`src/rtl/ivg_pkg.sv`:
```
package ivg_pkg;
  localparam int IDX_W = 8;
  localparam logic [15:0] TABLE_BASE = 16'hFF80;

  typedef struct packed {
    logic             clrDed;
    logic             clrShared;
    logic [IDX_W-1:0] sharedIdx;
  } ivgStrobe_t;

  function automatic logic [15:0] vecAddrOf(input int prio);
    return TABLE_BASE + 16'(2 * prio);
  endfunction
endpackage

```
`src/rtl/ivg_datapath.sv`:
```
module ivg_datapath
  import ivg_pkg::*;
#(
  parameter int NUM_CH = 5,
  localparam int NSRC = NUM_CH + 1
) (
  input  logic            clk,
  input  logic            rstN,
  input  logic [NSRC-1:0] setVec,
  input  ivgStrobe_t      strobe,
  output logic [NSRC-1:0] flags
);
  logic [NSRC-1:0] clrVec;

  always_comb begin
    clrVec    = '0;
    clrVec[0] = strobe.clrDed;
    for (int s = 1; s < NSRC; s++) begin
      clrVec[s] = strobe.clrShared && (int'(strobe.sharedIdx) == s);
    end
  end

  always_ff @(posedge clk) begin
    if (!rstN) flags <= '0;
    else       flags <= (flags & ~clrVec) | setVec;
  end

  for (genvar g = 0; g < NSRC; g++) begin : gChk
    a_r10_set_wins: assert property (@(posedge clk) disable iff (!rstN)
      setVec[g] |=> flags[g]);
    a_r7_clear_takes: assert property (@(posedge clk) disable iff (!rstN)
      (clrVec[g] && !setVec[g]) |=> !flags[g]);
    a_r11_pending_kept: assert property (@(posedge clk) disable iff (!rstN)
      (flags[g] && !clrVec[g]) |=> flags[g]);
  end
endmodule

```
`src/rtl/ivg_control.sv`:
```
module ivg_control
  import ivg_pkg::*;
#(
  parameter int NUM_CH = 5,
  parameter int SHARED_PRIO = 53,
  localparam int NSRC = NUM_CH + 1,
  localparam int IV_W = $clog2(2 * NUM_CH + 1)
) (
  input  logic              clk,
  input  logic              rstN,
  input  logic [NSRC-1:0]   flags,
  input  logic [NUM_CH-1:0] chEn,
  input  logic              ovfEn,
  input  logic              globalEn,
  input  logic              ivRead,
  input  logic              dedAck,
  output ivgStrobe_t        strobe,
  output logic [IV_W-1:0]   ivValue,
  output logic              irqDed,
  output logic              irqShared,
  output logic [15:0]       vecAddr
);
  localparam logic [15:0] SHARED_ADDR = vecAddrOf(SHARED_PRIO);
  localparam logic [15:0] DED_ADDR    = vecAddrOf(SHARED_PRIO + 1);

  logic [NSRC-1:0]  pending;
  logic [IDX_W-1:0] winIdx;
  logic             found;

  assign pending = flags & {ovfEn, chEn};

  always_comb begin
    winIdx = '0;
    found  = 1'b0;
    for (int s = 1; s < NSRC; s++) begin
      if (!found && pending[s]) begin
        winIdx = IDX_W'(s);
        found  = 1'b1;
      end
    end
  end

  assign ivValue   = found ? IV_W'(2 * int'(winIdx)) : '0;
  assign irqDed    = pending[0] & globalEn;
  assign irqShared = (|pending[NSRC-1:1]) & globalEn;

  always_comb begin
    if (irqDed)         vecAddr = DED_ADDR;
    else if (irqShared) vecAddr = SHARED_ADDR;
    else                vecAddr = 16'h0000;
  end

  assign strobe.clrDed    = dedAck;
  assign strobe.clrShared = ivRead && found;
  assign strobe.sharedIdx = winIdx;

  a_r7_no_clear_when_empty: assert property (@(posedge clk) disable iff (!rstN)
    (ivValue == '0) |-> !strobe.clrShared);
endmodule

```
`src/rtl/timer_irq_vector.sv`:
```
module timer_irq_vector
  import ivg_pkg::*;
#(
  parameter int NUM_CH = 5,
  parameter int SHARED_PRIO = 53,
  localparam int IV_W = $clog2(2 * NUM_CH + 1)
) (
  input  logic              clk,
  input  logic              rstN,
  input  logic [NUM_CH-1:0] chSet,
  input  logic              ovfSet,
  input  logic [NUM_CH-1:0] chEn,
  input  logic              ovfEn,
  input  logic              globalEn,
  input  logic              ivRead,
  input  logic              dedAck,
  output logic              irqDedicated,
  output logic              irqShared,
  output logic [IV_W-1:0]   ivValue,
  output logic [15:0]       vecAddr
);
  ivgStrobe_t        strobe;
  logic [NUM_CH:0]   flags;

  ivg_datapath #(.NUM_CH(NUM_CH)) u_dp (
    .clk(clk), .rstN(rstN), .setVec({ovfSet, chSet}),
    .strobe(strobe), .flags(flags)
  );

  ivg_control #(.NUM_CH(NUM_CH), .SHARED_PRIO(SHARED_PRIO)) u_ctl (
    .clk(clk), .rstN(rstN), .flags(flags), .chEn(chEn), .ovfEn(ovfEn),
    .globalEn(globalEn), .ivRead(ivRead), .dedAck(dedAck), .strobe(strobe),
    .ivValue(ivValue), .irqDed(irqDedicated), .irqShared(irqShared),
    .vecAddr(vecAddr)
  );

  a_r8_ack_drops_ded: assert property (@(posedge clk) disable iff (!rstN)
    (dedAck && !chSet[0]) |=> !irqDedicated);
  a_r9_ded_addr: assert property (@(posedge clk) disable iff (!rstN)
    irqDedicated |-> (vecAddr == vecAddrOf(SHARED_PRIO + 1)));
endmodule

```
`config.mk`:
```
export PLATFORM = sky130hd
export DESIGN_NAME = timer_irq_vector
export DESIGN_NICKNAME = d
export VERILOG_FILES = /design/src/rtl/ivg_pkg.sv /design/src/rtl/ivg_datapath.sv /design/src/rtl/ivg_control.sv /design/src/rtl/timer_irq_vector.sv
export SDC_FILE = /design/constraint.sdc
export NUM_CORES = 1
export LEC_CHECK = 0
export BUFFER_PORTS_ARGS = -buffer_cell sky130_fd_sc_hd__buf_4
export CAP_MARGIN = 15
export CORE_MARGIN = 4
export CORE_UTILIZATION = 43
export DETAILED_ROUTE_END_ITERATION = 8
export GPL_TIMING_DRIVEN = 0
export PLACE_DENSITY = 0.81
export SLEW_MARGIN = 20
export SYNTH_ARGS = -nofsm -noshare
export SYNTH_HDL_FRONTEND = slang
export SYNTH_HIERARCHICAL = 1
export SYNTH_SLANG_ARGS = --single-unit
```
`constraint.sdc`:
```
create_clock -name clk -period 3.2 [get_ports clk]
set_clock_uncertainty 0.2 [all_clocks]
set_input_delay 0.16 -clock clk [delete_from_list [all_inputs] [get_ports clk]]
set_output_delay 0.16 -clock clk [all_outputs]
set_load 0.01 [all_outputs]
```
== Word level (Yosys, flattened, before mapping) ==
Cells that the tools add are included.

* Bitwise operators: 6
* Reduce and logical (&&, ||, !) cells: 15
* Mux-type cells: 13
* Equal/unequal tests: 5

{| class="wikitable"
|+ Operators with widths
! cell !! count
|-
| 16-bit 2-to-1 mux || 2
|-
| 8-bit 2-to-1 mux || 4
|-
| 8-bit by 3-bit == test with 1-bit output (second input constant) || 2
|-
| 8-bit by 4-bit == test with 1-bit output (second input constant) || 2
|-
| 6-bit bitwise AND || 2
|-
| 1-bit logical AND || 10
|-
| 8-bit by 2-bit == test with 1-bit output (second input constant) || 1
|-
| 1-bit 2-to-1 mux || 6
|-
| 6-bit NOT || 1
|-
| 6-bit OR || 1
|-
| 5-bit OR reduction || 1
|-
| 1-bit logical NOT || 4
|-
| 4-bit 2-to-1 mux || 1
|-
| 1-bit bitwise AND || 2
|}

* Output and inout port bits: 22
* Bits of input ports: 17
* Word-level logic and storage cells: 40
* Flip-flop bits (word level): 6

== Longest topological paths before layout ==
Gate-level depths: netlist (run 1).

* Depth after elaboration: 19
* Gate-level depth with buffers: 5
* Gate-level depth less buffers: 5

== By module ==
The synthesis (run 1) kept the hierarchy.

{| class="wikitable"
|+ By module, submodules not included
! module !! area an instance (um2) !! times used !! seq. area each (um2) !! cells each
|-
| ivg_control || 310.3 || 1 || 0.0 || 43
|-
| ivg_datapath || 265.3 || 1 || 120.1 || 26
|}

== Least setup slack after synthesis (run 1) ==
OpenSTA, ideal clock, no wires.

* Kind: reg-to-reg
* Start: register u_dp.flags[3]
* End: register u_dp.flags[4]
* Arrival time: 1.163 ns
* Setup time: 0.136 ns
* Cell stages (with the launch flop): 6
* Setup slack: 1.701 ns
* Required time: 2.864 ns
* Path buffers: 0
* Period minus slack after synthesis: 1.499 ns
* Path through: dfxtp_1 a22oi_4 nand2_2 nor2_1 nor4b_1 a31oi_1

{| class="wikitable"
|+ RTL lines
! element !! RTL line !! text
|-
| start, declared || ivg_datapath.sv:11 || <nowiki>output logic [NSRC-1:0] flags</nowiki>
|-
| start signal, assigned || ivg_datapath.sv:25 || <nowiki>else flags <= (flags & ~clrVec) | setVec;</nowiki>
|}

== Worst setup path in the final report (run 1) ==
* Start: register u_dp.flags[3]
* End: output port vecAddr[11]

* Cells in the longest elaborated chain, start to end: 5

{| class="wikitable"
|+ RTL lines
! element !! RTL line !! text
|-
| 6-bit bitwise AND || ivg_control.sv:30 || <nowiki>assign pending = flags & {ovfEn, chEn};</nowiki>
|-
| 5-bit OR reduction || ivg_control.sv:45 || <nowiki>assign irqShared = (|pending[NSRC-1:1]) & globalEn;</nowiki>
|-
| 1-bit bitwise AND || ivg_control.sv:45 ||
|-
| 16-bit 2-to-1 mux || ivg_control.sv:49 || <nowiki>else if (irqShared) vecAddr = SHARED_ADDR;</nowiki>
|-
| 16-bit 2-to-1 mux || ivg_control.sv:48 || <nowiki>if (irqDed) vecAddr = DED_ADDR;</nowiki>
|-
| end, declared || timer_irq_vector.sv:20 || <nowiki>output logic [15:0] vecAddr</nowiki>
|}

No other way between the ends.

==> flow_summary.yaml, run 1 <==
sta:
  timing.setup.tns_ns: 0
  period_share_pct: 59.9
  max_freq_mhz: 522
  hold_viol_final: 0
  hold_ws_ns: 0.0108
  final-setup-viol-count: 0
  period_needed_ns: 1.92
  maxSlewViolCount: 0
  rsz0062_at_grt: "false"
place:
  port-buffer-count: 34
  place_congestion: 0.723
  placed_cell_area_um2: 875
grt:
  grt_pass1_vias: 608
  antenna_found_initial: 0
  overflow: 0
  grt_max_degree: 13
  grt_usage_pct: 16.8
  grt_pass1_wl_um: 2450
drt:
  wirelength_um: 1560
  first_pass_iters: 4
  num_vias: 630
  viasPerCell: 4.85
  routedWlPerCell_um: 12.0
  drc: 0
  drtIter0Drc: 6
  detail-route-antenna-nets: 0
setup_path:
  crit_arrival_ns: 1.56
  end_kind: "output pin"
  worst_ep_required_time_ns: 2.84
  start_kind: "flop"
  path_class: "flop to output pin"
  worstPathMaxFanout: 12
die:
  die_y_um: 44.6
  num_io_pins: 39
  die_w_um: 44.6
  initial_core_util_pct: 48.5
  dieArea_um2: 1990
  fp.coreArea_um2: 1190
  rows: 12
clocking:
  cts.sinks: 6
  root_buffer: "clkbuf_4"
  cts_buffers: 3
  ctsHoldBuffers: 3
  insertion_delay_ns: 0.25
  cts_resized: 0
  cts_tree: "built"
  h-tree-depth: 1
  cts_setup_buffers: 0
  clockBufferDepth: 2
  path_clk_slew_ns: 0.05
cells_and_area:
  final_cell_mix: "buf_4 (55), conb_1 (8), o21ai_0 (7)"
  layout_commonest_cell: "buf_4"
  layout-drive-gt1-share_pct: 54.3
  largest_reg_flops: 6
  num-nets-final: 135
  area_growth_pct: 61.1
  final_area_um2: 927
  n_fill_cell: 99
  antenna_cells: 0
  largest-register: "u_dp/flags"
  top_regs: "u_dp/flags: 6 flops"
synthesis:
  ys_types: 19
  avgSynthCellArea_um2: 8.34
  synth-seq-area-share_pct: 20.9
  syn-cell-area_um2: 576
  yosysWarnings: 6
  synthCells: 69
  ys_seq_elements: 6
power:
  power.leakage_nw: 0.502
  max-vdd-ir-drop_mv: 0.242
  power_mw: 0.295
  p_per_area_nw_per_um2: 318
job:
  maxCapViolCount: 0
outcome:
  status: "finished clean"
min_path:
  holdCritPathClass: "input pin to flop"
==> worst max-delay path, stage by stage, from the launching register on <==
cell and delay (ns):
dfxtp_1 0.34, a22oi_4 0.25, nand2_2 0.09, o21a_1 0.31, buf_4 0.18, buf_4 0.13
==> final timing paths <==
kind	from	end	slack, ns	cells past startpoint
hold / removal	ovfSet	u_dp/flags[5]	0.01	3
hold reg to reg	u_dp/flags[1]	u_dp/flags[1]	0.40	2
setup reg to reg	u_dp/flags[3]	u_dp/flags[4]	1.51	5
setup / recovery	u_dp/flags[3]	vecAddr[11]	1.28	5
==> synthesized netlist by cell type, drive strengths merged <==
library cell,instances,area share [%]
nor2b,2,2.2
conb,1,0.65
a31oi,5,5.4
buf,21,27
a21oi,2,1.7
a32oi,1,1.5
a22oi,2,7.4
nand3,1,1.7
and2,3,3.3
dfxtp,6,21
nand2,5,3.7
and3,2,2.2
o21ai,7,6.1
nor2,3,2.0
nor4,1,1.1
o21a,2,2.6
nor4b,5,10
==> per-layer routing <==
layer | part of all wire, % | GRT usage [%] | vias to the layer above
li1 | - | - | 316
met1 | 33 | 15.0 | 275
met2 | 54 | 33.0 | 35
met3 | 12 | 3.66 | 4
met4 | 1.2 | 10.2 | 0
met5 | 0 | 0 | -
==> area by class of cell <==
cell class	count	area, um2	share of cell area, %
repair buffers	37	285	30.8
plain buffers	21	158	17.0
flip-flops and latches	6	120	13.0
clock buffers	3	22.5	2.43
multi-input cells	49	324	35.0
well taps	14	17.5	1.89
==> logic make-up (layout without fill, tap and decap cells) <==
| group | Yosys count | in the layout | synth area share [%] |
|---|---|---|---|
| other cells | 1 | 8 | 0.652 |
| simple gates | 22 | 22 | 26.3 |
| flops | 6 | 6 | 20.9 |
| compound gates | 19 | 19 | 24.8 |
| buf+inv | 21 | 61 | 27.4 |
==> power by group <==
group	switching, mW	internal (mW)
Clock	0.0297	0.0426
Sequential	0.00620	0.0803
Combinational	0.0563	0.0798
Total	0.0922	0.203
==> per-stage QoR <==
| stage | utilization [%] | std cells | worst slack, ns |
|---|---|---|---|
| 2_1_floorplan | - | 76 | 1.70 |
| 3_3_place_gp | 73.7 | 124 | 1.55 |
| 3_5_place_dp | 73.7 | 124 | 1.53 |
| 4_1_cts | 78.2 | 130 | 1.27 |
| 5_1_grt | 78.2 | 130 | 1.19 |
| 6_report | 78.2 | 130 | 1.28 |
(Power assumes the default switching activity.)
==> inputs of run 2 (changes only) <==
--- a/config.mk
+++ b/config.mk
@@ -8,10 +8,10 @@
 export BUFFER_PORTS_ARGS = -buffer_cell sky130_fd_sc_hd__buf_4
 export CAP_MARGIN = 15
 export CORE_MARGIN = 4
-export CORE_UTILIZATION = 43
+export CORE_UTILIZATION = 40
 export DETAILED_ROUTE_END_ITERATION = 8
 export GPL_TIMING_DRIVEN = 0
-export PLACE_DENSITY = 0.81
+export PLACE_DENSITY = 0.77
 export SLEW_MARGIN = 20
 export SYNTH_ARGS = -nofsm -noshare
 export SYNTH_HDL_FRONTEND = slang
==> constraint.sdc (replaced) <==
create_clock -name clk -period 2 [get_ports clk]
set_clock_uncertainty 0.2 [all_clocks]
set_input_delay 0.1 -clock clk [delete_from_list [all_inputs] [get_ports clk]]
set_output_delay 0.1 -clock clk [all_outputs]
set_load 0.01 [all_outputs]
==> run 2 against run 1 <==
Net effect:
- critical path depth unchanged
- sequential cell count stayed put
- final area increased by 6.6%
- register-to-register slack worse by 1.2 ns
- global-route usage is 0.65 points lower
- clock power is 52% higher
- non-clock buffer count is 6 higher
- final cell count rose by 5.4%
- via count is 2.5% higher
- power rose by 61%
- worst hold slack gained 0.19 ns
- critical path type unchanged
- critical endpoint is now vecAddr[5]
- largest power group unchanged
- highest routed layer unchanged
==> flow_summary.yaml, run 2 (synthesis gave the netlist of run 1 again) <==
setup_path:
  crit_path_top_delay_cell: "dfxtp_1"
  crit_chain: "a22oi_4, nand2_2, o21a_1, buf_4, buf_4"
  crit_buf_inv: 2
  r2r_setup_slack_ns: 0.27
  crit_arrival_ns: 1.55
  critPathMostFrequentCell: "buf_4"
  crit_family: "compound AO/OA/AOI/OAI gates"
  worstPathMaxFanout: 12
  path_class: "flop to output pin"
  worstRegToRegCells: 5
  reg2reg_to: "u_dp/flags[4]"
  end_kind: "output pin"
  start_kind: "flop"
  slowest_delay_ns: 0.34
  worst_ep_required_time_ns: 1.70
  reg2reg_from: "u_dp/flags[3]"
cells_and_area:
  largest_reg_flops: 6
  largest-register: "u_dp/flags"
  final_cell_mix: "buf_4 (55), dlygate4sd3_1 (9), conb_1 (8)"
  final_core_util_pct: 74.1
  num-nets-final: 141
  antenna_cells: 0
  layout_commonest_cell: "buf_4"
  area_growth_pct: 71.7
  layout-drive-gt1-share_pct: 51.6
  top_regs: "u_dp/flags: 6 flops"
clocking:
  root_buffer: "clkbuf_4"
  path_clk_slew_ns: 0.05
  cts_setup_buffers: 0
  cts.sinks: 6
  cts_tree: "built"
  clockBufferDepth: 2
  h-tree-depth: 1
  insertion_delay_ns: 0.24
  cts_buffers: 3
min_path:
  hold_path_depth: 4
  worstHoldStart: "ivRead"
  holdCritPathClass: "input pin to flop"
  holdPathEnd: "u_dp/flags[2]"
drt:
  num_vias: 646
  drc: 0
  drtIter0Drc: 9
  routedWlPerCell_um: 11.3
  detail-route-antenna-nets: 0
  first_pass_iters: 4
  viasPerCell: 4.72
  wirelength_um: 1550
die:
  num_io_pins: 39
  die_y_um: 45.9
  dieArea_um2: 2110
  rows: 13
  initial_core_util_pct: 43.2
  fp.coreArea_um2: 1330
  die_w_um: 45.9
sta:
  rsz0062_at_grt: "false"
  hold_ws_ns: 0.198
  maxSlewViolCount: 0
  period_share_pct: 92.6
  timing.setup.tns_ns: 0
  hold_viol_final: 0
  period_needed_ns: 1.85
  final-setup-viol-count: 0
  max_freq_mhz: 540
grt:
  grt_max_degree: 13
  grt_pass1_wl_um: 2490
  antenna_found_initial: 0
  overflow: 0
  grt_pass1_vias: 619
  grt_usage_pct: 16.1
power:
  p_seq_share_pct: 29.3
  pwr-share-clk_pct: 23.1
  p_int_mw: 0.332
  pwr-share-comb_pct: 47.6
  p_per_area_nw_per_um2: 481
  switchingPower_mw: 0.143
  max-vdd-ir-drop_mv: 0.442
  power.leakage_nw: 0.526
  sw_frac_of_total_pct: 30.1
outcome:
  status: "finished clean"
place:
  place_congestion: 0.760
  dpl.hpwl_um: 1250
  port-buffer-count: 34
job:
  maxCapViolCount: 0
==> run 2: repair_timing <==
action                                 CTS  global route
hold buffers                             9             0
setup endpoints to repair                0             0
endpoints found under the hold margin    6             0
resized for setup                        0             0
==> run 2: final cells by class <==
class | count | area, um2
Timing Repair Buffer | 43 | 345
Tap cell | 15 | 18.8
Buffer | 21 | 158
Fill cell | 118 | 345
Clock buffer | 3 | 22.5
Multi-Input combinational cell | 49 | 324
Sequential cell | 6 | 120
==> run 2: power by group through the flow <==
stage	registers, mW	logic [mW]	clock network, mW
2_1_floorplan	0.138	0.122	0
3_3_place_gp	0.140	0.207	0
3_5_place_dp	0.141	0.212	0
4_1_cts	0.139	0.226	0.113
5_1_grt	0.141	0.248	0.120
6_report	0.139	0.226	0.110
==> run 2: worst max-delay path by stage <==
stage / to / slack [ns] / from / cells past startpoint
5_1_grt: vecAddr[7] / 0.006 / u_dp/flags[3] / 5
2_1_floorplan: u_dp/flags[4] / 0.50 / u_dp/flags[3] / 5
3_5_place_dp: u_dp/flags[4] / 0.33 / u_dp/flags[3] / 5
4_1_cts: vecAddr[5] / 0.13 / u_dp/flags[3] / 5
6_report: vecAddr[5] / 0.15 / u_dp/flags[3] / 5
3_3_place_gp: u_dp/flags[4] / 0.35 / u_dp/flags[3] / 5
==> run 2: tightest hold or removal path: cells and delay by family <==
kind / cells / cell delay (ns)
compound gates: 1 / 0.12
buf+inv: 1 / 0.10
simple gates: 2 / 0.27
==> run 2: per-layer routing <==
layer	track usage (%)	vias up	routed length, um
li1	-	332	-
met1	16.0	280	551
met2	31.9	32	828
met3	3.56	2	149
met4	5.11	0	17
met5	0	-	0
==> run 2: metrics by stage <==
stage / cell area, um2 / power, mW / std cells / setup slack, ns
2_1_floorplan: 602 / 0.260 / 76 / 0.501
3_3_place_gp: 876 / 0.348 / 125 / 0.348
3_5_place_dp: 876 / 0.353 / 125 / 0.330
4_1_cts: 988 / 0.478 / 137 / 0.133
5_1_grt: 988 / 0.508 / 137 / 0.00565
6_report: 988 / 0.475 / 137 / 0.148
==> inputs of run 3 (changes only) <==
--- a/config.mk
+++ b/config.mk
@@ -7,11 +7,13 @@
 export LEC_CHECK = 0
 export BUFFER_PORTS_ARGS = -buffer_cell sky130_fd_sc_hd__buf_4
 export CAP_MARGIN = 15
+export CELL_PAD_IN_SITES_DETAIL_PLACEMENT = 0
+export CELL_PAD_IN_SITES_GLOBAL_PLACEMENT = 1
 export CORE_MARGIN = 4
-export CORE_UTILIZATION = 40
+export CORE_UTILIZATION = 27
 export DETAILED_ROUTE_END_ITERATION = 8
 export GPL_TIMING_DRIVEN = 0
-export PLACE_DENSITY = 0.77
+export PLACE_DENSITY = 0.76
 export SLEW_MARGIN = 20
 export SYNTH_ARGS = -nofsm -noshare
 export SYNTH_HDL_FRONTEND = slang
==> run 3 against run 2 <==
Net effect:
- clock-buffer cell count stayed put
- sequential power hardly changed
- combinational power hardly changed
- via count is 1.4% lower
- global-route usage is 6.3 points lower
- final area is 1.5% higher
- critical path depth stayed put
- first-iteration DRC count is 33% lower
- largest power group unchanged
- highest routed layer unchanged
==> flow_summary.yaml, run 3 (synthesis gave the netlist of run 1 again) <==
sta:
  final-setup-viol-count: 0
  hold_viol_final: 0
  max_freq_mhz: 540
  rsz0062_at_grt: "false"
  maxSlewViolCount: 0
  setup_ws_ns: 0.148
  period_share_pct: 92.6
  timing.setup.tns_ns: 0
  period_needed_ns: 1.85
min_path:
  hold_path_depth: 4
  holdPathEnd: "u_dp/flags[2]"
  holdCritPathClass: "input pin to flop"
  worstHoldStart: "ivRead"
clocking:
  h-tree-depth: 1
  root_buffer: "clkbuf_4"
  cts_tree: "built"
  cts.sinks: 6
  clockBufferDepth: 2
  insertion_delay_ns: 0.25
  path_clk_slew_ns: 0.05
  cts_buffers: 3
  cts_resized: 0
grt:
  overflow: 0
  grt_usage_pct: 9.87
  grt_max_degree: 13
  antenna_found_initial: 0
  grt_pass1_vias: 550
  grt_pass1_wl_um: 2160
drt:
  drtIter0Drc: 6
  drc: 0
  detail-route-antenna-nets: 0
  wirelength_um: 1420
  viasPerCell: 4.28
  num_vias: 637
  first_pass_iters: 4
  routedWlPerCell_um: 9.53
cells_and_area:
  layout_commonest_cell: "buf_4"
  final_core_util_pct: 50.1
  num-nets-final: 141
  area_growth_pct: 74.3
  largest_reg_flops: 6
  seqCellArea_um2: 120
  multi_input_comb_area_um2: 324
  top_regs: "u_dp/flags: 6 flops"
  layout-drive-gt1-share_pct: 51.6
  layout.cells.non_filler: 149
  largest-register: "u_dp/flags"
  antenna_cells: 0
  n_fill_cell: 207
  final_cell_mix: "buf_4 (55), dlygate4sd3_1 (9), conb_1 (8)"
die:
  initial_core_util_pct: 28.7
  fp.coreArea_um2: 2000
  rows: 16
  die_w_um: 54.2
  num_io_pins: 39
  dieArea_um2: 2930
  die_y_um: 54.2
setup_path:
  crit_arrival_ns: 1.55
  reg2reg_from: "u_dp/flags[3]"
  start_kind: "flop"
  reg2reg_to: "u_dp/flags[5]"
  end_kind: "output pin"
  worst_ep_required_time_ns: 1.70
  worstPathMaxFanout: 12
  worstRegToRegCells: 5
  r2r_setup_slack_ns: 0.32
  path_class: "flop to output pin"
place:
  dp.cells: 137
  port-buffer-count: 34
  dpl.hpwl_um: 1230
  place_worst_setup_slack_ns: 0.318
  place_congestion: 0.781
outcome:
  status: "finished clean"
power:
  power.leakage_nw: 0.526
  max-vdd-ir-drop_mv: 0.310
  p_per_area_nw_per_um2: 472
  power_mw: 0.473
job:
  maxCapViolCount: 0
run 3: how the worst max path moves through the flow:
stage / startpoint / end / slack [ns]
2_1_floorplan: u_dp/flags[3] / u_dp/flags[4] / 0.50
5_1_grt: u_dp/flags[3] / vecAddr[10] / 0.04
4_1_cts: u_dp/flags[3] / vecAddr[9] / 0.13
3_3_place_gp: u_dp/flags[3] / u_dp/flags[4] / 0.34
6_report: u_dp/flags[3] / vecAddr[9] / 0.15
3_5_place_dp: u_dp/flags[3] / u_dp/flags[4] / 0.32
run 3: what timing repair did:
item	CTS	global route
endpoints found under the hold margin	6	0
setup buffers	0	0
hold buffers	9	0
run 3: routing by layer:
layer | vias to the layer above | wire length, um | GRT usage [%]
met2 | 27 | 669 | 17.7
met3 | 2 | 174 | 2.49
li1 | 330 | - | -
met5 | - | 0 | 0
met4 | 0 | 15 | 3.73
met1 | 278 | 561 | 11.0
run 3: final cells by class:
type	instances	area share (%)
timing repair buffer	43	34.4
multi-input combinational	49	32.3
buffer	21	15.7
clock buffer	3	2.24
sequential	6	12.0
tap	27	3.37
run 3: critical path: stages (launching register included):
cell	delay [ns]
dfxtp_1	0.34
a22oi_4	0.25
nand2_2	0.09
o21a_1	0.31
buf_4	0.18
buf_4	0.13
run 3: through the flow:
stage / instance area (um2) / hold WS [ns]
final: 1000 / 0.185
after global routing: 1000 / 0.208
after CTS: 1000 / 0.179
after floorplan: 602 / 0.0175
after global placement: 891 / 0.109
after detailed placement: 891 / 0.111
run 3: power by group:
| part | internal, mW | switching [mW] |
|---|---|---|
| logic | 0.136 | 0.0892 |
| registers | 0.129 | 0.00970 |
| clock network | 0.0678 | 0.0423 |
